## src/rtl/smb_cfg_pkg.sv

```systemverilog
package smb_cfg_pkg;
  localparam int unsigned REG_NUM = 8;
  localparam int unsigned IDX_W   = 8;
  localparam int unsigned CNT_W   = 5;

  typedef enum logic [2:0] {
    ST_IDLE, ST_ADDR, ST_RX, ST_ACK, ST_TX, ST_HACK
  } bus_st_e;

  typedef enum logic [1:0] {
    PH_IDX, PH_CNT, PH_DATA
  } wr_ph_e;
endpackage

```

## src/rtl/smb_line_filter.sv

```systemverilog
module smb_line_filter #(
  parameter int unsigned SYNC_LEN = 2,
  parameter int unsigned FILT_LEN = 3
) (
  input  logic clk,
  input  logic rst_n,
  input  logic line_i,
  output logic line_o
);
  logic [SYNC_LEN-1:0] sync_q;
  logic [FILT_LEN-1:0] win_q;
  logic                out_q;

  // line idles high; output only moves when the whole window agrees
  always_ff @(posedge clk or negedge rst_n) begin
    if (!rst_n) begin
      sync_q <= '1;
      win_q  <= '1;
      out_q  <= 1'b1;
    end else begin
      sync_q <= {sync_q[SYNC_LEN-2:0], line_i};
      win_q  <= {win_q[FILT_LEN-2:0], sync_q[SYNC_LEN-1]};
      if (&win_q)       out_q <= 1'b1;
      else if (~|win_q) out_q <= 1'b0;
    end
  end

  assign line_o = out_q;
endmodule

```

## src/rtl/smb_reg_bank.sv

```systemverilog
module smb_reg_bank
  import smb_cfg_pkg::*;
#(
  parameter logic [7:0]       DEF_L0  = 8'hFF,
  parameter logic [5:0]       DEF_L1  = 6'h02,
  parameter logic [7:0]       DEF_L2  = 8'hFF,
  parameter logic [7:0]       DEF_L3  = 8'h10,
  parameter logic [CNT_W-1:0] DEF_CNT = 5'd8,
  parameter logic [7:0]       RO_REV  = 8'h01,
  parameter logic [7:0]       RO_DEV  = 8'h04
) (
  input  logic             clk,
  input  logic             rst_n,
  input  logic             wr_en,
  input  logic [IDX_W-1:0] wr_idx,
  input  logic [7:0]       wr_data,
  input  logic [IDX_W-1:0] rd_idx,
  input  logic [1:0]       status_i,
  output logic [7:0]       rd_data,
  output logic [CNT_W-1:0] bcount,
  output logic [31:0]      ctrl
);
  logic [7:0]       l0_q, l2_q, l3_q;
  logic [5:0]       l1_q;
  logic [CNT_W-1:0] cnt_q;

  always_ff @(posedge clk or negedge rst_n) begin
    if (!rst_n) begin
      l0_q  <= DEF_L0;
      l1_q  <= DEF_L1;
      l2_q  <= DEF_L2;
      l3_q  <= DEF_L3;
      cnt_q <= DEF_CNT;
    end else if (wr_en) begin
      case (wr_idx)
        8'd0:    l0_q  <= wr_data;
        8'd1:    l1_q  <= wr_data[5:0];
        8'd2:    l2_q  <= wr_data;
        8'd3:    l3_q  <= wr_data;
        8'd7:    cnt_q <= wr_data[CNT_W-1:0];
        default: ;
      endcase
    end
  end

  always_comb begin
    case (rd_idx)
      8'd0:    rd_data = l0_q;
      8'd1:    rd_data = {status_i, l1_q};
      8'd2:    rd_data = l2_q;
      8'd3:    rd_data = l3_q;
      8'd5:    rd_data = RO_REV;
      8'd6:    rd_data = RO_DEV;
      8'd7:    rd_data = {{(8-CNT_W){1'b0}}, cnt_q};
      default: rd_data = 8'hFF;
    endcase
  end

  assign bcount = cnt_q;
  assign ctrl   = {l3_q, l2_q, 2'b00, l1_q, l0_q};
endmodule

```

## src/rtl/smb_target_fsm.sv

```systemverilog
module smb_target_fsm
  import smb_cfg_pkg::*;
(
  input  logic             clk,
  input  logic             rst_n,
  input  logic             scl,
  input  logic             sda,
  input  logic             addr_valid,
  input  logic [6:0]       dev_addr,
  input  logic [7:0]       rd_data,
  input  logic [CNT_W-1:0] bcount,
  output logic [IDX_W-1:0] rd_idx,
  output logic             wr_en,
  output logic [IDX_W-1:0] wr_idx,
  output logic [7:0]       wr_data,
  output logic             sda_pull
);
  localparam int unsigned BIT_W = $clog2(9) + 1;

  bus_st_e          st_q;
  wr_ph_e           ph_q;
  logic             scl_d, sda_d, rd_mode, first_tx, host_ack;
  logic [7:0]       sh_q, remain_q, tx_byte;
  logic [IDX_W-1:0] idx_q;
  logic [BIT_W-1:0] bit_q;
  logic             scl_rise, scl_fall, start_det, stop_det;

  assign scl_rise  = scl & ~scl_d;
  assign scl_fall  = ~scl & scl_d;
  assign start_det = scl & scl_d & sda_d & ~sda;
  assign stop_det  = scl & scl_d & ~sda_d & sda;
  assign tx_byte   = first_tx ? {{(8-CNT_W){1'b0}}, bcount} : rd_data;
  assign rd_idx    = idx_q;

  always_ff @(posedge clk or negedge rst_n) begin
    if (!rst_n) begin
      st_q <= ST_IDLE;  ph_q <= PH_IDX;
      scl_d <= 1'b1;    sda_d <= 1'b1;
      rd_mode <= 1'b0;  first_tx <= 1'b0; host_ack <= 1'b0;
      sh_q <= '0;       remain_q <= '0;   idx_q <= '0;  bit_q <= '0;
      wr_en <= 1'b0;    wr_idx <= '0;     wr_data <= '0; sda_pull <= 1'b0;
    end else begin
      scl_d <= scl;
      sda_d <= sda;
      wr_en <= 1'b0;
      if (stop_det) begin
        st_q <= ST_IDLE;  sda_pull <= 1'b0;
      end else if (start_det) begin
        st_q <= ST_ADDR;  bit_q <= '0;  sda_pull <= 1'b0;
      end else begin
        case (st_q)
          ST_ADDR, ST_RX: begin
            if (scl_rise) begin
              sh_q  <= {sh_q[6:0], sda};
              bit_q <= bit_q + 1'b1;
            end else if (scl_fall && bit_q == BIT_W'(8)) begin
              if (st_q == ST_ADDR) begin
                if (addr_valid && sh_q[7:1] == dev_addr) begin
                  sda_pull <= 1'b1;  st_q <= ST_ACK;
                  rd_mode  <= sh_q[0]; first_tx <= 1'b1;
                  if (!sh_q[0]) ph_q <= PH_IDX;
                end else begin
                  st_q <= ST_IDLE;
                end
              end else begin
                sda_pull <= 1'b1;  st_q <= ST_ACK;
                case (ph_q)
                  PH_IDX: begin idx_q <= sh_q; ph_q <= PH_CNT; end
                  PH_CNT: begin remain_q <= sh_q; ph_q <= PH_DATA; end
                  default: if (remain_q != 8'd0) begin
                    wr_en    <= 1'b1;  wr_idx <= idx_q;  wr_data <= sh_q;
                    idx_q    <= idx_q + 1'b1;
                    remain_q <= remain_q - 8'd1;
                  end
                endcase
              end
            end
          end
          ST_ACK: if (scl_fall) begin
            bit_q <= '0;
            if (rd_mode) begin
              st_q <= ST_TX;  sh_q <= tx_byte;  sda_pull <= ~tx_byte[7];
              if (first_tx) first_tx <= 1'b0;
              else          idx_q    <= idx_q + 1'b1;
            end else begin
              st_q <= ST_RX;  sda_pull <= 1'b0;
            end
          end
          ST_TX: begin
            if (scl_rise) bit_q <= bit_q + 1'b1;
            else if (scl_fall) begin
              if (bit_q == BIT_W'(8)) begin
                sda_pull <= 1'b0;  st_q <= ST_HACK;
              end else begin
                sh_q <= {sh_q[6:0], 1'b1};  sda_pull <= ~sh_q[6];
              end
            end
          end
          ST_HACK: begin
            if (scl_rise) host_ack <= ~sda;
            else if (scl_fall) begin
              bit_q <= '0;
              if (host_ack) begin
                st_q <= ST_TX;  sh_q <= tx_byte;  sda_pull <= ~tx_byte[7];
                if (first_tx) first_tx <= 1'b0;
                else          idx_q    <= idx_q + 1'b1;
              end else begin
                st_q <= ST_IDLE;
              end
            end
          end
          default: ;
        endcase
      end
    end
  end
endmodule

```

## src/rtl/smb_cfg_target.sv

```systemverilog
module smb_cfg_target
  import smb_cfg_pkg::*;
#(
  parameter logic [6:0] ADDR_BASE  = 7'h68,
  parameter int unsigned STRAP_BIT = 1,
  parameter int unsigned SYNC_LEN  = 2,
  parameter int unsigned FILT_LEN  = 3
) (
  input  logic        clk,
  input  logic        rst_n,
  input  logic        scl_i,
  input  logic        sda_i,
  output logic        sda_pull_o,
  input  logic        strap_i,
  input  logic        pwrgd_i,
  input  logic [1:0]  status_i,
  output logic [31:0] ctrl_o
);
  logic [1:0]       raw_lines, filt_lines;
  logic             scl_f, sda_f, pg_q, addr_valid, wr_en;
  logic [6:0]       dev_addr;
  logic [IDX_W-1:0] wr_idx, rd_idx;
  logic [7:0]       wr_data, rd_data;
  logic [CNT_W-1:0] bcount;

  assign raw_lines = {sda_i, scl_i};

  for (genvar g = 0; g < 2; g++) begin : g_line
    smb_line_filter #(.SYNC_LEN(SYNC_LEN), .FILT_LEN(FILT_LEN)) u_filt (
      .clk(clk), .rst_n(rst_n), .line_i(raw_lines[g]), .line_o(filt_lines[g]));
  end

  assign scl_f = filt_lines[0];
  assign sda_f = filt_lines[1];

  // strap captured once, on the first power-good rise after reset
  always_ff @(posedge clk or negedge rst_n) begin
    if (!rst_n) begin
      pg_q <= 1'b0;  addr_valid <= 1'b0;  dev_addr <= ADDR_BASE;
    end else begin
      pg_q <= pwrgd_i;
      if (pwrgd_i && !pg_q && !addr_valid) begin
        addr_valid <= 1'b1;
        dev_addr   <= ADDR_BASE | (7'(strap_i) << STRAP_BIT);
      end
    end
  end

  smb_target_fsm u_fsm (
    .clk(clk), .rst_n(rst_n), .scl(scl_f), .sda(sda_f),
    .addr_valid(addr_valid), .dev_addr(dev_addr), .rd_data(rd_data),
    .bcount(bcount), .rd_idx(rd_idx), .wr_en(wr_en), .wr_idx(wr_idx),
    .wr_data(wr_data), .sda_pull(sda_pull_o));

  smb_reg_bank u_bank (
    .clk(clk), .rst_n(rst_n), .wr_en(wr_en), .wr_idx(wr_idx),
    .wr_data(wr_data), .rd_idx(rd_idx), .status_i(status_i),
    .rd_data(rd_data), .bcount(bcount), .ctrl(ctrl_o));
endmodule

```

## config.mk

```make
export PLATFORM = sky130hd
export DESIGN_NAME = smb_cfg_target
export DESIGN_NICKNAME = d
export VERILOG_FILES = /design/src/rtl/smb_cfg_pkg.sv /design/src/rtl/smb_line_filter.sv /design/src/rtl/smb_reg_bank.sv /design/src/rtl/smb_target_fsm.sv /design/src/rtl/smb_cfg_target.sv
export SDC_FILE = /design/constraint.sdc
export NUM_CORES = 1
export LEC_CHECK = 0
export BUFFER_PORTS_ARGS = -buffer_cell sky130_fd_sc_hd__buf_2
export CAP_MARGIN = 20
export CORE_MARGIN = 3
export CORE_UTILIZATION = 54
export DETAILED_ROUTE_END_ITERATION = 16
export GPL_TIMING_DRIVEN = 0
export PLACE_DENSITY = 0.83
export SYNTH_ARGS = -nofsm -noshare
export SYNTH_HDL_FRONTEND = slang
export SYNTH_SLANG_ARGS = --single-unit
```

## constraint.sdc

```tcl
create_clock -name clk -period 2.2 [get_ports clk]
set_input_delay 0.22 -clock clk [delete_from_list [all_inputs] [get_ports clk]]
set_output_delay 0.22 -clock clk [all_outputs]
set_load 0.05 [all_outputs]
```

Word level (Yosys, flattened, before mapping)

Cells that the tools add are included.

Add/sub/neg operators: 3
Eq/ne operators: 50
Multiplexer cells: 86
Bitwise logic cells: 19
Reduce and logical (&&, ||, !) cells: 39

Operators with widths:

| kind                                                   | number |
|---|---|
| 2-to-1 mux 8 bit                                       | 21 |
| case mux 8 bit (7 select lines)                        | 1 |
| 2-to-1 mux 3 bit                                       | 12 |
| 2-to-1 mux 1 bit                                       | 34 |
| equality test 8 x 2 -> 1 bit (second input constant)   | 4 |
| equality test 8 x 3 -> 1 bit (second input constant)   | 4 |
| case mux 8 bit (2 select lines)                        | 2 |
| case mux 8 bit (4 select lines)                        | 1 |
| inequality test 4 x 1 -> 1 bit (second input constant) | 6 |
| case mux 8 bit (3 select lines)                        | 1 |
| AND reduction 12 bit                                   | 2 |
| AND reduction 8 bit                                    | 3 |
| inequality test 2 x 1 -> 1 bit (second input constant) | 11 |
| 2-to-1 mux 5 bit                                       | 4 |
| equality test 8 x 1 -> 1 bit (second input constant)   | 2 |
| zero test 8 bit                                        | 2 |
| inequality test 2 bit (second input constant)          | 8 |
| case mux 5 bit (3 select lines)                        | 1 |
| AND reduction 13 bit                                   | 1 |
| inequality test 4 bit (second input constant)          | 3 |
| inverter 1 bit                                         | 12 |
| case mux 3 bit (4 select lines)                        | 1 |
| 2-to-1 mux 2 bit                                       | 5 |
| AND reduction 10 bit                                   | 1 |
| 31 further kinds                                       | 55 |

Register bits: 107
Bits of input ports: 8
Output and inout port bits: 33

Depth between registers and ports, before layout

Gate-level depths: netlist (run 1).

Depth in word-level cells: 10
Depth in mapped cells: 9
Gate-level depth less buffers: 7

Modules after synthesis

A second synthesis (run 1) with hierarchy kept.

Cells, all modules: 531
Area, all modules: 5755.5 µm²

Modules (own cells, without submodules):

| module          | instances | cells each | area each (µm²) | sequential area each (µm²) |
|---|---|---|---|---|
| smb_target_fsm  | 1         | 366        | 3457.1          | 1428.9 |
| smb_reg_bank    | 1         | 136        | 1824.2          | 899.6 |
| smb_line_filter | 2         | 10         | 176.4           | 157.7 |
| smb_cfg_target  | 1         | 9          | 121.4           | 75.1 |

Least setup slack after synthesis (run 1)

OpenSTA, ideal clock, no wires.

Path type: register to register
From: register u_fsm.bit_q[0]
To: register u_fsm.sh_q[0]
Arrival time: 1.911 ns
Path slack: 0.164 ns
Stages on the path, launching flop included: 10
Buffers on the path: 2
Period minus slack after synthesis: 2.036 ns
Path through: dfrtp_1 -> inv_1 -> ha_1 -> and4bb_2 -> buf_2 -> nand2b_1 -> a31oi_1 -> o211a_1 -> buf_2 -> mux2_2

Longest elaborated chain between the ends: 3

Ends and longest elaborated chain:

| what                            | RTL line             | source |
|---|---|---|
| start, declared                 | smb_target_fsm.sv:25 | `logic [BIT_W-1:0] bit_q;` |
| start signal, assigned          | smb_target_fsm.sv:55 | `bit_q <= bit_q + 1'b1;` |
| start signal, assigned          | smb_target_fsm.sv:90 | `if (scl_rise) bit_q <= bit_q + 1'b1;` |
| equality test 5 x 4 -> 1 bit    | smb_target_fsm.sv:92 | `if (bit_q == BIT_W'(8)) begin` |
| inequality test 2 bit (no line) | n/a                  |  |
| AND reduction 12 bit (no line)  | n/a                  |  |
| end signal, assigned            | smb_target_fsm.sv:54 | `sh_q <= {sh_q[6:0], sda};` |
| end signal, assigned            | smb_target_fsm.sv:95 | `sh_q <= {sh_q[6:0], 1'b1}; sda_pull <= ~sh_q[6];` |
| end, declared                   | smb_target_fsm.sv:23 | `logic [7:0] sh_q, remain_q, tx_byte;` |

No other way between the ends.
A chain may end at the register's enable or synchronous reset.

Final worst setup path (run 1)

From: register u_fsm.sh_q[1]
To: register u_fsm.ph_q[0]

Longest elaborated chain between the ends: 4

Ends and longest elaborated chain:

| what                            | RTL line             | source |
|---|---|---|
| equality test 7 bit             | smb_target_fsm.sv:58 | `if (addr_valid && sh_q[7:1] == dev_addr) begin` |
| logical AND 1 bit               | smb_target_fsm.sv:58 |  |
| inequality test 2 bit (no line) | n/a                  |  |
| AND reduction 8 bit (no line)   | n/a                  |  |
| end signal, assigned            | smb_target_fsm.sv:61 | `if (!sh_q[0]) ph_q <= PH_IDX;` |
| end signal, assigned            | smb_target_fsm.sv:68 | `PH_IDX: begin idx_q <= sh_q; ph_q <= PH_CNT; end` |
| end signal, assigned            | smb_target_fsm.sv:69 | `PH_CNT: begin remain_q <= sh_q; ph_q <= PH_DATA; end` |
| end, declared                   | smb_target_fsm.sv:21 | `wr_ph_e ph_q;` |

No other way between the ends.

==> impl_results.md, run 1 <==
- CP cell instances: nand4b_1 > o41ai_4 > nand4_1 > or3_1 > o221ai_1
- Setup TNS: 0 ps
- Worst Path Max Fanout: 6
- Sequential share of the synthesized area: approximately half
- Critical Path Max Stage Delay: 580 ps
- DRT iter0 DRCs: between 300 and 400
- P_leak: about 0.0028 uW
- Synth async-reset ratio: 100%
- CTS tree: built
- Total GRT Usage: a little under a quarter
- Most frequent cell after synthesis: dfrtp_1
- TritonRoute pass-1 iters: 7
- Worst Hold Class: in2reg
- Clk slew on worst S/H paths: approximately 100 ps
- Fmax achieved: around 460 MHz
- Starting Density: between 50% and 60%
- Area post-placement: 5880 sq um
- Total gr overflow: 0
- Crit share post-route: approximately 100%
- ANT nets after route: 0
- Die Width: between 100 and 150 um
- Clock buffer depth: 2
- Initial antenna violation count: 0
- PortBufs: 38
- Clock buffer count from CTS: 9
- Startpoint class of the critical path: flip-flop
- Largest net degree at the start of global routing: 71
- Largest area contributor in the netlist: dfrtp_1
- Area growth syn-to-layout: 15.3%
- Least-Margin Pin Slew: between 600 and 700 ps
- Synth area leaders: dfrtp_1, dfstp_2, mux2_2
- Fin. Hold Viols: 0
- Fillers: between 800 and 900
- PwrDens: just under 1000 nW/um^2
- GP Congestion: between 0.8 and 0.9
- Post-DR vias/cell: ~6.3
- Clock sink count: roughly 110
- Clock skew: approximately 8 ps
- Setup Viol. Count Final: 0
- Slew margin rel.: a little under three fifths
- Synth Cell Area: 5490 sq um
- Hold_ws: approximately 90 ps
- Status: complete, no violations
- CP Data Arrival Time: roughly 2500 ps
- Vias: 4421
- Synth cell types: 68
- Root Driver: clkbuf_8
- H-tree level count: 3
- Crit path capture type: flip-flop
- Post-DP HPWL: 9080 um
- Peak supply drop: around 0.6 mV
- Fin. max-slew vios: 0
- First-pass GRT wire length: 21300 um
- Yosys warning total: 0
- Fin area: about 6300 sq um
- WP data required: about 2500 ps
- Final Routed Wirelength: ~13000 um
- Layout net count: 578
- Number of synthesized flops with an enable pin: 0
- Minimum clock period: around 2200 ps
- DRC violations left: 0
- Diode count: 0
- Row cnt: 36
- Placeable Area: 9820 sq um
- Io pins: around 40
- Max_cap viols: 0
- Clk Latency, worst-skew pair: approximately 360 ps
- Slowest CP cell: o41ai_4
- Seq cells post-synth: around 110
- WS Path Type: reg2reg
- Synthesized area per cell: about 11 sq um
- Detailed-route wire length per cell: 18.6 um
- Top-area cell type share of the netlist area: 33.7%
- Commonest cells in the netlist: dfrtp_1, mux2_2, dfstp_2, a21oi_1, nand2_1
- Share of layout cells above drive strength 1: around 36%
- Synth Instances: 506
- Post-synth top flop: dfrtp_1
- Vias in the first global route: between 4000 and 5000
- Die area: around 11000 sq um
- Die Height: approximately 110 um
[cells by family (layout without fill, tap and decap cells)]
logic type	after synthesis	after routing	synth area share (%)
DFF	107	107	49.5
xor gates and xnor gates	7	7	1.12
AOI/OAI and AO/OA	138	138	17.3
buffers and inverters	52	112	4.10
and+or+nand+nor	128	128	12.9
muxes	65	65	13.2
adders and majority gates	8	8	1.82
other	1	2	0.0683
[routing by layer]
metal	part of all wire [%]	vias to the layer above	track usage [%]
li1	-	1973	-
met1	44	2237	32.9
met2	49	178	37.2
met3	5.5	33	4.03
met4	1.9	0	7.49
met5	0	-	0
[final timing paths]
path	from	end	slack, ps	cells past startpoint
setup / recovery	u_fsm.sh_q[1]	u_fsm.ph_q[0]	7	5
hold / removal	strap_i	dev_addr[1]	90	2
setup reg to reg	u_fsm.sh_q[1]	u_fsm.ph_q[0]	7	5
hold reg to reg	g_line[0].u_filt.sync_q[1]	g_line[0].u_filt.win_q[0]	360	0
max in group asynchronous	rst_n	u_bank.l2_q[7]	1080	3
min in group asynchronous	rst_n	u_fsm.bit_q[4]	370	2
[power by group]
group          internal, uW  switching (uW)  total [uW]
logic                   943            1380        2320
registers              2200             382        2580
clock network           563             656        1220
total                  3700            2420        6120
[flip-flops by register name, summed over array words and instances, names as in the netlist, 2 cells and up]
| signal | count |
|---|---|
| u_bank.l0_q | 8 |
| u_fsm.wr_data | 8 |
| g_line.u_filt.sync_q | 4 |
| u_fsm.ph_q | 2 |
| u_fsm.bit_q | 5 |
| g_line.u_filt.line_o | 2 |
| u_fsm.remain_q | 8 |
| u_fsm.st_q | 3 |
| u_bank.l2_q | 8 |
| u_fsm.sh_q | 8 |
| g_line.u_filt.win_q | 6 |
| u_bank.l3_q | 8 |
| u_fsm.rd_idx | 8 |
| u_bank.l1_q | 6 |
| u_fsm.wr_idx | 8 |
| u_bank.bcount | 5 |
[worst max-delay path: cells and delay by family (launching register included)]
kind | cells | cell delay (ps)
AND/OR/NAND/NOR | 3 | 940
flip-flops | 1 | 500
AO/OA/AOI/OAI | 2 | 660
[metrics by stage]
step | util, % | setup slack, ps | total power [uW] | std cells
4_1_cts | 63.1 | 8.32 | 5890 | 698
5_1_grt | 64.5 | -27.9 | 6460 | 700
6_report | 64.5 | 7.36 | 6120 | 700
3_3_place_gp | 59.6 | -281 | 4470 | 678
2_1_floorplan | - | 164 | 3950 | 507
3_5_place_dp | 59.9 | -376 | 4570 | 679
[cell usage in the layout, fill, tap and decap left out, types with 12 or more instances in the layout]
cell	count
a21oi_1	32
a22o_1	12
o21ai_0	24
nand2_1	29
nor2_1	25
mux2_2	59
nand3_1	13
buf_2	43
dfstp_2	33
inv_1	18
dfrtp_1	74
[area by class of cell]
class	count	area (sq um)	share of cell area [%]
well taps	133	166	2.63
clock buffers	11	141	2.23
repair buffers	52	353	5.57
plain buffers	25	151	2.39
multi-input cells	348	2670	42.2
inverters	19	71.3	1.13
clock inverters	5	60.1	0.948
flip-flops and latches	107	2720	42.9
[timing repair]
| item | CTS | global route |
|---|---|---|
| endpoints found under the setup margin | 43 | 55 |
| resized for setup | 12 | 27 |
| pin swaps | 2 | 4 |
| hold buffers | 4 | 0 |
| hold endpoints to repair | 20 | 0 |
| buffers inserted | 4 | 5 |
Power figures use the tool's default switching activity.
==> inputs of run 2 (changes only) <==
--- a/config.mk
+++ b/config.mk
@@ -7,11 +7,14 @@
 export LEC_CHECK = 0
 export BUFFER_PORTS_ARGS = -buffer_cell sky130_fd_sc_hd__buf_2
 export CAP_MARGIN = 20
+export CELL_PAD_IN_SITES_DETAIL_PLACEMENT = 0
+export CELL_PAD_IN_SITES_GLOBAL_PLACEMENT = 2
 export CORE_MARGIN = 3
-export CORE_UTILIZATION = 54
+export CORE_UTILIZATION = 36
 export DETAILED_ROUTE_END_ITERATION = 16
 export GPL_TIMING_DRIVEN = 0
 export PLACE_DENSITY = 0.83
+export SKIP_CTS_REPAIR_TIMING = 1
 export SYNTH_ARGS = -nofsm -noshare
 export SYNTH_HDL_FRONTEND = slang
 export SYNTH_SLANG_ARGS = --single-unit
==> run 2 against run 1 <==
Compared with the run above:
- via count down 3.6%
- die area up 47%
- final cell count up 7.7%
- first-iteration DRC count down 16%
- sequential share of layout area down 1.6 points
- register-to-register slack better by 70 ps
- critical path depth up 3
- sequential cell count unchanged
- worst setup slack better by 67 ps
- sequential power about the same
- clock-buffer cell count down 1
- clock power up 37%
- largest power group unchanged
==> impl_results.md, run 2 (synthesis gave the netlist of run 1 again) <==
- Clock skew: 9.37 ps (was 8.15 ps)
- Total gr overflow: 0 (unchanged)
- PortBufs: 38 (unchanged)
- Switch Pwr: 2600 uW (was 2420 uW)
- Area of the multi-input gates: 2700 sq um (was 2670 sq um)
- Slew margin rel.: 54.0% (was 55.0%)
- RSZ-0062 raised after global routing: yes
- DRC violations left: 0 (unchanged)
- PwrDens: 1020 nW/um^2 (was 966 nW/um^2)
- Part of the power in the clock network: 25.0% (was 19.9%)
- First-pass GRT wire length: 23000 um (was 21300 um)
- Status: complete, no violations (unchanged)
- Clk slew on worst S/H paths: 80 ps (was 100 ps)
- Non-Filler Instances: 754 (was 700)
- Critical Path Start: u_fsm.rd_idx[0] (was u_fsm.sh_q[1])
- Place WS: -440 ps (was -376 ps)
- Setup ws final: 74.3 ps (was 7.36 ps)
- Switching Fraction: 38.9% (was 39.5%)
- Minimum clock period: 2130 ps (was 2190 ps)
- Detailed-route wire length per cell: 19.1 um (was 18.6 um)
- Core Util, Final: 44.7% (was 64.5%)
- Initial antenna violation count: 0 (unchanged)
- Row cnt: 44 (was 36)
- Most common cell after layout, fill and taps aside: dfrtp_1 (unchanged)
- CTS tree: built (unchanged)
- Vias: 4263 (was 4421)
- Reg-to-Reg Start: u_fsm.rd_idx[0] (was u_fsm.sh_q[1])
- Die Height: 129 um (was 107 um)
- Root Driver: clkbuf_16 (was clkbuf_8)
- WP data required: 2450 ps (was 2470 ps)
- Io pins: 41 (unchanged)
- FF+latch area: 2720 sq um (about the same)
- Peak supply drop: 0.521 mV (was 0.613 mV)
- Die Width: 129 um (was 107 um)
- H-tree level count: 3 (unchanged)
- Fin. max-slew vios: 0 (unchanged)
- Crit share post-route: 96.6% (was 99.7%)
- GP Congestion: 0.860 (was 0.884)
- Setup Viol. Count Final: 0 (unchanged)
- Most frequent cells in the layout: dfrtp_1, mux2_2, buf_2 (unchanged)
- Area growth syn-to-layout: 19.8% (was 15.3%)
- Fillers: 1377 (was 817)
- Hold_ws: 105 ps (was 92.7 ps)
- Final Routed Wirelength: 14400 um (was 13000 um)
- P_leak: 0.00291 uW (was 0.00283 uW)
- WS Path Type: reg2reg (unchanged)
- Placeable Area: 14700 sq um (was 9820 sq um)
- Fin. Hold Viols: 0 (unchanged)
- Max_cap viols: 0 (unchanged)
- Starting Density: 37.4% (was 55.9%)
- Post-placement cell count: 730 (was 679)
- Vias in the first global route: 4185 (was 4199)
- Total GRT Usage: 17.7% (was 23.4%)
- ANT nets after route: 0 (unchanged)
- Post-DR vias/cell: 5.65 (was 6.32)
- Clock buffer depth: 2 (unchanged)
- DRT iter0 DRCs: 296 (was 353)
- Gate power share: 36.5% (was 37.9%)
- CP Data Arrival Time: 2380 ps (was 2460 ps)
- Clk Latency, worst-skew pair: 360 ps (about the same)
- Cell internal pwr: 4100 uW (was 3700 uW)
- Diode count: 0 (unchanged)
- Share of layout cells above drive strength 1: 37.4% (was 35.8%)
- Crit path capture type: flip-flop (unchanged)
- Worst Hold Class: in2reg (unchanged)
- Post-DP HPWL: 9960 um (was 9080 um)
- TritonRoute pass-1 iters: 5 (was 7)
- Sequential cell fraction of total power: 38.5% (was 42.1%)
- Largest net degree at the start of global routing: 66 (was 71)
- Worst Path Max Fanout: 9 (was 6)
- Layout net count: 581 (was 578)
- Die area: 16800 sq um (was 11400 sq um)
- Fmax achieved: 470 MHz (was 456 MHz)
- Startpoint class of the critical path: flip-flop (unchanged)
- Hold Crit Start: strap_i (unchanged)
- Least-Margin Pin Slew: 690 ps (was 674 ps)
- Clock buffer count from CTS: 9 (unchanged)
- Clock sink count: 107 (unchanged)
==> run 2: cell types whose count changed in the layout (fill, tap and decap cells not counted), sizes merged <==
cell | previous run | this run
clkinv | 2 | 1
buf | 60 | 63
bufinv | 1 | 0
inv | 20 | 24
clkinvlp | 1 | 0
clkbuf | 24 | 23
==> run 2: path summary, 6_finish.rpt <==
| path | end | cells after the start | slack [ps] |
|---|---|---|---|
| setup / recovery | u_fsm.sh_q[6] | 8 | 70 |
| hold / removal | dev_addr[1] | 2 | 110 |
| setup reg to reg | u_fsm.sh_q[6] | 8 | 70 |
| hold reg to reg | u_fsm.scl_d | 0 | 360 |
| max in group asynchronous | g_line[0].u_filt.line_o | 3 | 1060 |
| min in group asynchronous | u_bank.l3_q[7] | 2 | 400 |
==> run 2: power groups by stage <==
stage                     Sequential [uW]  Clock (uW)  Combinational [uW]
after floorplan                      2450           0                1500
after detailed placement             2570           0                2070
final                                2580        1670                2440
after global routing                 2610        1790                2710
after global placement               2560           0                2010
after CTS                            2540        1720                2080
==> run 2: metal layers <==
| layer | GRT usage, % | wire [um] | up-vias |
|---|---|---|---|
| li1 | - | - | 1990 |
| met2 | 28.4 | 6960 | 109 |
| met4 | 7.70 | 310 | 0 |
| met5 | 0 | 0 | - |
| met3 | 2.76 | 545 | 21 |
| met1 | 23.8 | 6550 | 2143 |
==> run 2: layout make-up <==
cell class,count,share of cell area [%]
plain buffers,26,2.59
clock buffers,10,3.81
clock inverters,6,0.799
inverters,19,1.08
multi-input cells,348,41.1
flip-flops and latches,107,41.4
well taps,184,3.50
repair buffers,54,5.78
==> run 2: critical path, cell delays in order (launching register included) <==
cell	delay [ps]
dfrtp_1	480
inv_2	180
ha_4	260
nand2b_1	120
a211oi_4	230
buf_4	190
o21ai_1	100
a22o_1	200
mux2_2	250
==> run 2: through the flow <==
step | cell area (sq um) | power, uW | setup TNS (ps)
finish | 6580 | 6700 | 0
floorplan | 5490 | 3950 | 0
global route | 6580 | 7110 | -28.0
detailed placement | 5950 | 4640 | -6470
CTS | 6250 | 6340 | -7580
global placement | 5910 | 4570 | -27700
